File: config.mk
export PLATFORM = sky130hd
export DESIGN_NAME = l1irq_router
export DESIGN_NICKNAME = d
export VERILOG_FILES = /design/src/rtl/l1irq_pkg.sv /design/src/rtl/l1irq_decode.sv /design/src/rtl/l1irq_enable_bank.sv /design/src/rtl/l1irq_irq_out.sv /design/src/rtl/l1irq_router.sv
export SDC_FILE = /design/constraint.sdc
export NUM_CORES = 1
export LEC_CHECK = 0
export CAP_MARGIN = 20
export CORE_ASPECT_RATIO = 0.9
export CORE_UTILIZATION = 49
export CTS_BUF_LIST = sky130_fd_sc_hd__clkbuf_2
export DETAILED_ROUTE_END_ITERATION = 7
export GPL_TIMING_DRIVEN = 1
export PLACE_DENSITY_LB_ADDON = 0.05
export SYNTH_ARGS = -nofsm -noshare
export SYNTH_HDL_FRONTEND = slang
export SYNTH_SLANG_ARGS = --single-unit
export TNS_END_PERCENT = 5
File: constraint.sdc
create_clock -name clk -period 5.7 [get_ports clk]
set_input_delay 1.425 -clock clk [delete_from_list [all_inputs] [get_ports clk]]
set_output_delay 1.425 -clock clk [all_outputs]
set_load 0.03 [all_outputs]
File: src/rtl/l1irq_pkg.sv
`timescale 1ns/1ps
package l1irq_pkg;

  localparam int GROUP_BITS = 32;

  // Words in one CPU bank: enables then status.
  function automatic int bank_words(int n_words);
    return 2 * n_words;
  endfunction

  // Which CPU bank a word index falls into.
  function automatic int bank_of(int widx, int n_words);
    return widx / bank_words(n_words);
  endfunction

  // Position of the word inside its bank.
  function automatic int slot_of(int widx, int n_words);
    return widx % bank_words(n_words);
  endfunction

  // Status words occupy the upper half of a bank.
  function automatic bit slot_is_status(int slot, int n_words);
    return slot >= n_words;
  endfunction

  // Bank words run from the highest group down to group 0.
  function automatic int group_of_slot(int slot, int n_words);
    return n_words - 1 - (slot % n_words);
  endfunction

endpackage

File: src/rtl/l1irq_decode.sv
`timescale 1ns/1ps
module l1irq_decode #(
  parameter int NUM_WORDS = 2,
  parameter int NUM_CPUS  = 2,
  parameter int ADDR_W    = 8,
  localparam int CPU_W    = (NUM_CPUS > 1) ? $clog2(NUM_CPUS) : 1,
  localparam int GRP_W    = (NUM_WORDS > 1) ? $clog2(NUM_WORDS) : 1
) (
  input  logic [ADDR_W-1:0] addr,
  output logic              hit,
  output logic              is_status,
  output logic [CPU_W-1:0]  cpu,
  output logic [GRP_W-1:0]  group
);
  import l1irq_pkg::*;

  localparam int MAPPED_WORDS = NUM_CPUS * 2 * NUM_WORDS;

  int widx;
  int slot;

  always_comb begin
    widx      = int'(addr[ADDR_W-1:2]);
    slot      = slot_of(widx, NUM_WORDS);
    hit       = widx < MAPPED_WORDS;
    is_status = slot_is_status(slot, NUM_WORDS);
    cpu       = CPU_W'(bank_of(widx, NUM_WORDS));
    group     = GRP_W'(group_of_slot(slot, NUM_WORDS));
  end

endmodule

File: src/rtl/l1irq_enable_bank.sv
`timescale 1ns/1ps
module l1irq_enable_bank #(
  parameter int NUM_WORDS = 2,
  localparam int SRC_N    = 32 * NUM_WORDS,
  localparam int GRP_W    = (NUM_WORDS > 1) ? $clog2(NUM_WORDS) : 1
) (
  input  logic             clk,
  input  logic             rst_n,
  input  logic             wr_en,
  input  logic [GRP_W-1:0] wr_group,
  input  logic [31:0]      wr_data,
  output logic [SRC_N-1:0] enables
);

  always_ff @(posedge clk or negedge rst_n) begin
    if (!rst_n) begin
      enables <= '0;
    end else if (wr_en) begin
      for (int g = 0; g < NUM_WORDS; g++) begin
        if (wr_group == GRP_W'(g)) begin
          enables[g*32 +: 32] <= wr_data;
        end
      end
    end
  end

endmodule

File: src/rtl/l1irq_irq_out.sv
`timescale 1ns/1ps
module l1irq_irq_out #(
  parameter int NUM_WORDS = 2,
  localparam int SRC_N    = 32 * NUM_WORDS
) (
  input  logic             clk,
  input  logic             rst_n,
  input  logic [SRC_N-1:0] src_level,
  input  logic [SRC_N-1:0] enables,
  output logic             pend_any,
  output logic             irq
);

  logic [SRC_N-1:0] pending;

  assign pending  = src_level & enables;
  assign pend_any = |pending;

  always_ff @(posedge clk or negedge rst_n) begin
    if (!rst_n) begin
      irq <= 1'b0;
    end else begin
      irq <= pend_any;
    end
  end

endmodule

File: src/rtl/l1irq_router.sv
`timescale 1ns/1ps
module l1irq_router #(
  parameter int NUM_WORDS = 2,
  parameter int NUM_CPUS  = 2,
  parameter int ADDR_W    = 8
) (
  input  logic                    clk,
  input  logic                    rst_n,
  input  logic [32*NUM_WORDS-1:0] src_level,
  input  logic                    bus_valid,
  input  logic                    bus_write,
  input  logic [ADDR_W-1:0]       bus_addr,
  input  logic [31:0]             bus_wdata,
  output logic                    bus_ready,
  output logic [31:0]             bus_rdata,
  output logic [NUM_CPUS-1:0]     cpu_irq
);

  localparam int SRC_N = 32 * NUM_WORDS;
  localparam int CPU_W = (NUM_CPUS > 1) ? $clog2(NUM_CPUS) : 1;
  localparam int GRP_W = (NUM_WORDS > 1) ? $clog2(NUM_WORDS) : 1;

  // Named internal events for the checker and for waveform reading.
  logic                      dec_hit;
  logic                      dec_status;
  logic [CPU_W-1:0]          dec_cpu;
  logic [GRP_W-1:0]          dec_group;
  logic                      enable_wr;
  logic                      read_req;
  logic [NUM_CPUS*SRC_N-1:0] en_all;
  logic [NUM_CPUS-1:0]       pend_any;

  l1irq_decode #(
    .NUM_WORDS(NUM_WORDS),
    .NUM_CPUS (NUM_CPUS),
    .ADDR_W   (ADDR_W)
  ) u_decode (
    .addr     (bus_addr),
    .hit      (dec_hit),
    .is_status(dec_status),
    .cpu      (dec_cpu),
    .group    (dec_group)
  );

  assign bus_ready = bus_valid;
  assign enable_wr = bus_valid & bus_write & dec_hit & ~dec_status;
  assign read_req  = bus_valid & ~bus_write & dec_hit;

  for (genvar c = 0; c < NUM_CPUS; c++) begin : g_cpu
    logic bank_wr;
    assign bank_wr = enable_wr && (dec_cpu == CPU_W'(c));

    l1irq_enable_bank #(.NUM_WORDS(NUM_WORDS)) u_enables (
      .clk     (clk),
      .rst_n   (rst_n),
      .wr_en   (bank_wr),
      .wr_group(dec_group),
      .wr_data (bus_wdata),
      .enables (en_all[c*SRC_N +: SRC_N])
    );

    l1irq_irq_out #(.NUM_WORDS(NUM_WORDS)) u_irq (
      .clk      (clk),
      .rst_n    (rst_n),
      .src_level(src_level),
      .enables  (en_all[c*SRC_N +: SRC_N]),
      .pend_any (pend_any[c]),
      .irq      (cpu_irq[c])
    );
  end

  always_comb begin
    bus_rdata = '0;
    if (read_req) begin
      if (dec_status) begin
        bus_rdata = src_level[int'(dec_group)*32 +: 32];
      end else begin
        bus_rdata = en_all[int'(dec_cpu)*SRC_N + int'(dec_group)*32 +: 32];
      end
    end
  end

endmodule

==> impl_metrics.ini <==
[placed_design]
place_area_sq_um = 8650
portBuffers = 140
dp.final_hpwl_microns = 15500
dpl.cell_count = 818
gp_congestion = 0.864

[sta]
finalHoldViolations = 0
period_needed_ps = 5130
timing.final.crit_share_pct = 89.9
worst_pin_slew_ps = 758
max-slew-margin-rel_pct = 49.3
setup_viol = 0
skew_ps = 25.7
grt_setup_unrepaired = no
max_freq_mhz = 195
drv_slew = 0
setup-tns-final_ps = 0

[floorplan]
rows = 41
core-area_sq_um = 14200
die_x_microns = 130
die_area_sq_um = 15200
start_util_pct = 50.7
die_h_microns = 117
ios = 143

[synth]
syn-cell-area_sq_um = 7200
synth_seq_cells = 130
synth-edff-count = 0
synth_cells = 508
synthArstFlopShare_pct = 100
yosys.area.top_type = dfrtp_1
synth_cell_types = 26
synth_nets = 616
synthTopCellsByArea = dfrtp_1, mux2_2, mux4_2
synth_ff_type = dfrtp_1
yosysWarnings = 0
seq_area_frac_synth_pct = 45.2
avgSynthCellArea_sq_um = 14.2
yosysTopAreaCellShare_pct = 45.2

[job]
maxCapViolCount = 0

[clock_network]
postCtsSetupBuffers = 0
cts_root_buf = clkbuf_2
tritoncts = yes
cts.repair.resized = 0
insertion_delay_ps = 700
clockBufferDepth = 2
cts-buffers-inserted = 17
clock_sinks = 130
h-tree-depth = 4
path_clk_slew_ps = 160
holdBufCountCts = 0

[routing]
viasPerCell = 6.38
wire_per_inst_microns = 25.3
drtIter0Drc = 410
wl_microns = 21500
drc_errors = 0
firstDrtPassIters = 5
ant_nets = 0
via_count = 5418

[grt]
grt_pass1_wl_microns = 32300
grt_use_total_pct = 30.0
grt-ovfl-total = 0
grt_pass1_vias = 5409
antenna_found_initial = 0
grt_max_degree = 78

[power_and_ir_drop]
p_leak_nw = 4.11
power_density_nw_per_um2 = 217
peakVddDrop_mv = 0.126
total_power_mw = 1.92

[hold_path]
worstHoldPathType = input pin to async pin

[finish]
n_antenna_cell = 0
final_cell_mix = dfrtp_1, clkdlybuf4s50_1, mux2_2
fin_nets = 753
syn_to_final_growth_pct = 22.5
finalNonFillerCells = 849
final_area_sq_um = 8820
drive_above_1_share_pct = 36.0
final_common_cell = dfrtp_1

[critical_path]
critPathCaptureType = output pin
crit_path_max_fanout = 23
r2r-start = g_cpu[0].u_enables.enables[57]
critical_path.startpoint_type = input pin
worstPathArrival_ps = 3700
crit_start = bus_addr[6]
critPathKind = input pin to output pin
crit_required_ps = 4280

[run_status]
status = completed
[layer usage]
metal	wire length, microns	track usage (%)
met5	0	0
met4	374	8.37
met3	1560	8.18
met2	10300	47.9
met1	9180	40.5
[logic make-up (layout without fill, tap and decap cells)]
kind of cell | Yosys count | in the layout | synth area share, %
mux | 192 | 192 | 36.0
buf+inv | 40 | 188 | 4.10
simple gates | 50 | 50 | 3.61
flops | 130 | 130 | 45.2
compound gates | 96 | 96 | 11.1
[state kept, by name, summed over array words and instances, names as in the netlist]
register                 cells
g_cpu.u_enables.enables    128
g_cpu.u_irq.irq              2
[Yosys cell counts (2+ instances only)]
library cell and instances:
nand4_1 8, mux4_2 32, or4_1 2, clkbuf_1 12, nor2_1 32, buf_2 8
a211oi_1 32, mux2_2 93, buf_6 7, buf_4 9, dfrtp_1 130, mux2_1 5
buf_12 3, a221oi_1 32, a22o_1 32, mux2i_1 32, mux2_4 30
[final cells by class]
class | instances | area, sq um
Clock buffer | 20 | 100
Tap cell | 193 | 241
Clock inverter | 10 | 46.3
Inverter | 1 | 3.75
Fill cell | 1159 | 5390
Multi-Input combinational cell | 338 | 3660
Timing Repair Buffer | 157 | 1520
Sequential cell | 130 | 3250
[worst paths after layout]
check / endpoint / slack, ps / cells after the start
worst max-delay path: bus_rdata[18] / 570 / 6
worst min-delay path: g_cpu[0].u_enables.enables[19] / 540 / 1
worst max register to register: g_cpu[0].u_irq.irq / 3540 / 4
worst min register to register: g_cpu[0].u_enables.enables[38] / 540 / 1
max in group asynchronous: g_cpu[0].u_enables.enables[34] / 4040 / 3
min in group clk: g_cpu[0].u_enables.enables[38] / 540 / 1
[worst max-delay path, cell delays in order]
cell and delay, ps:
clkdlybuf4s50_1 450, nor4b_4 300, or2b_1 440, buf_4 340, a211oi_1 470, buf_4 260
[report_power, final]
group / internal, mW / total (mW) / switching [mW]
Sequential: 0.999 / 1.07 / 0.0693
Clock: 0.104 / 0.425 / 0.321
Combinational: 0.238 / 0.422 / 0.184
[per-stage QoR]
step | hold WS, ps | util (%) | setup WS (ps)
floorplan | 477 | - | 1280
global placement | 505 | 60.9 | 640
detailed placement | 513 | 60.9 | 624
CTS | 550 | 61.9 | 623
global route | 397 | 62.1 | 457
finish | 539 | 62.1 | 574
Note: power is estimated with default switching activity, not from simulation.
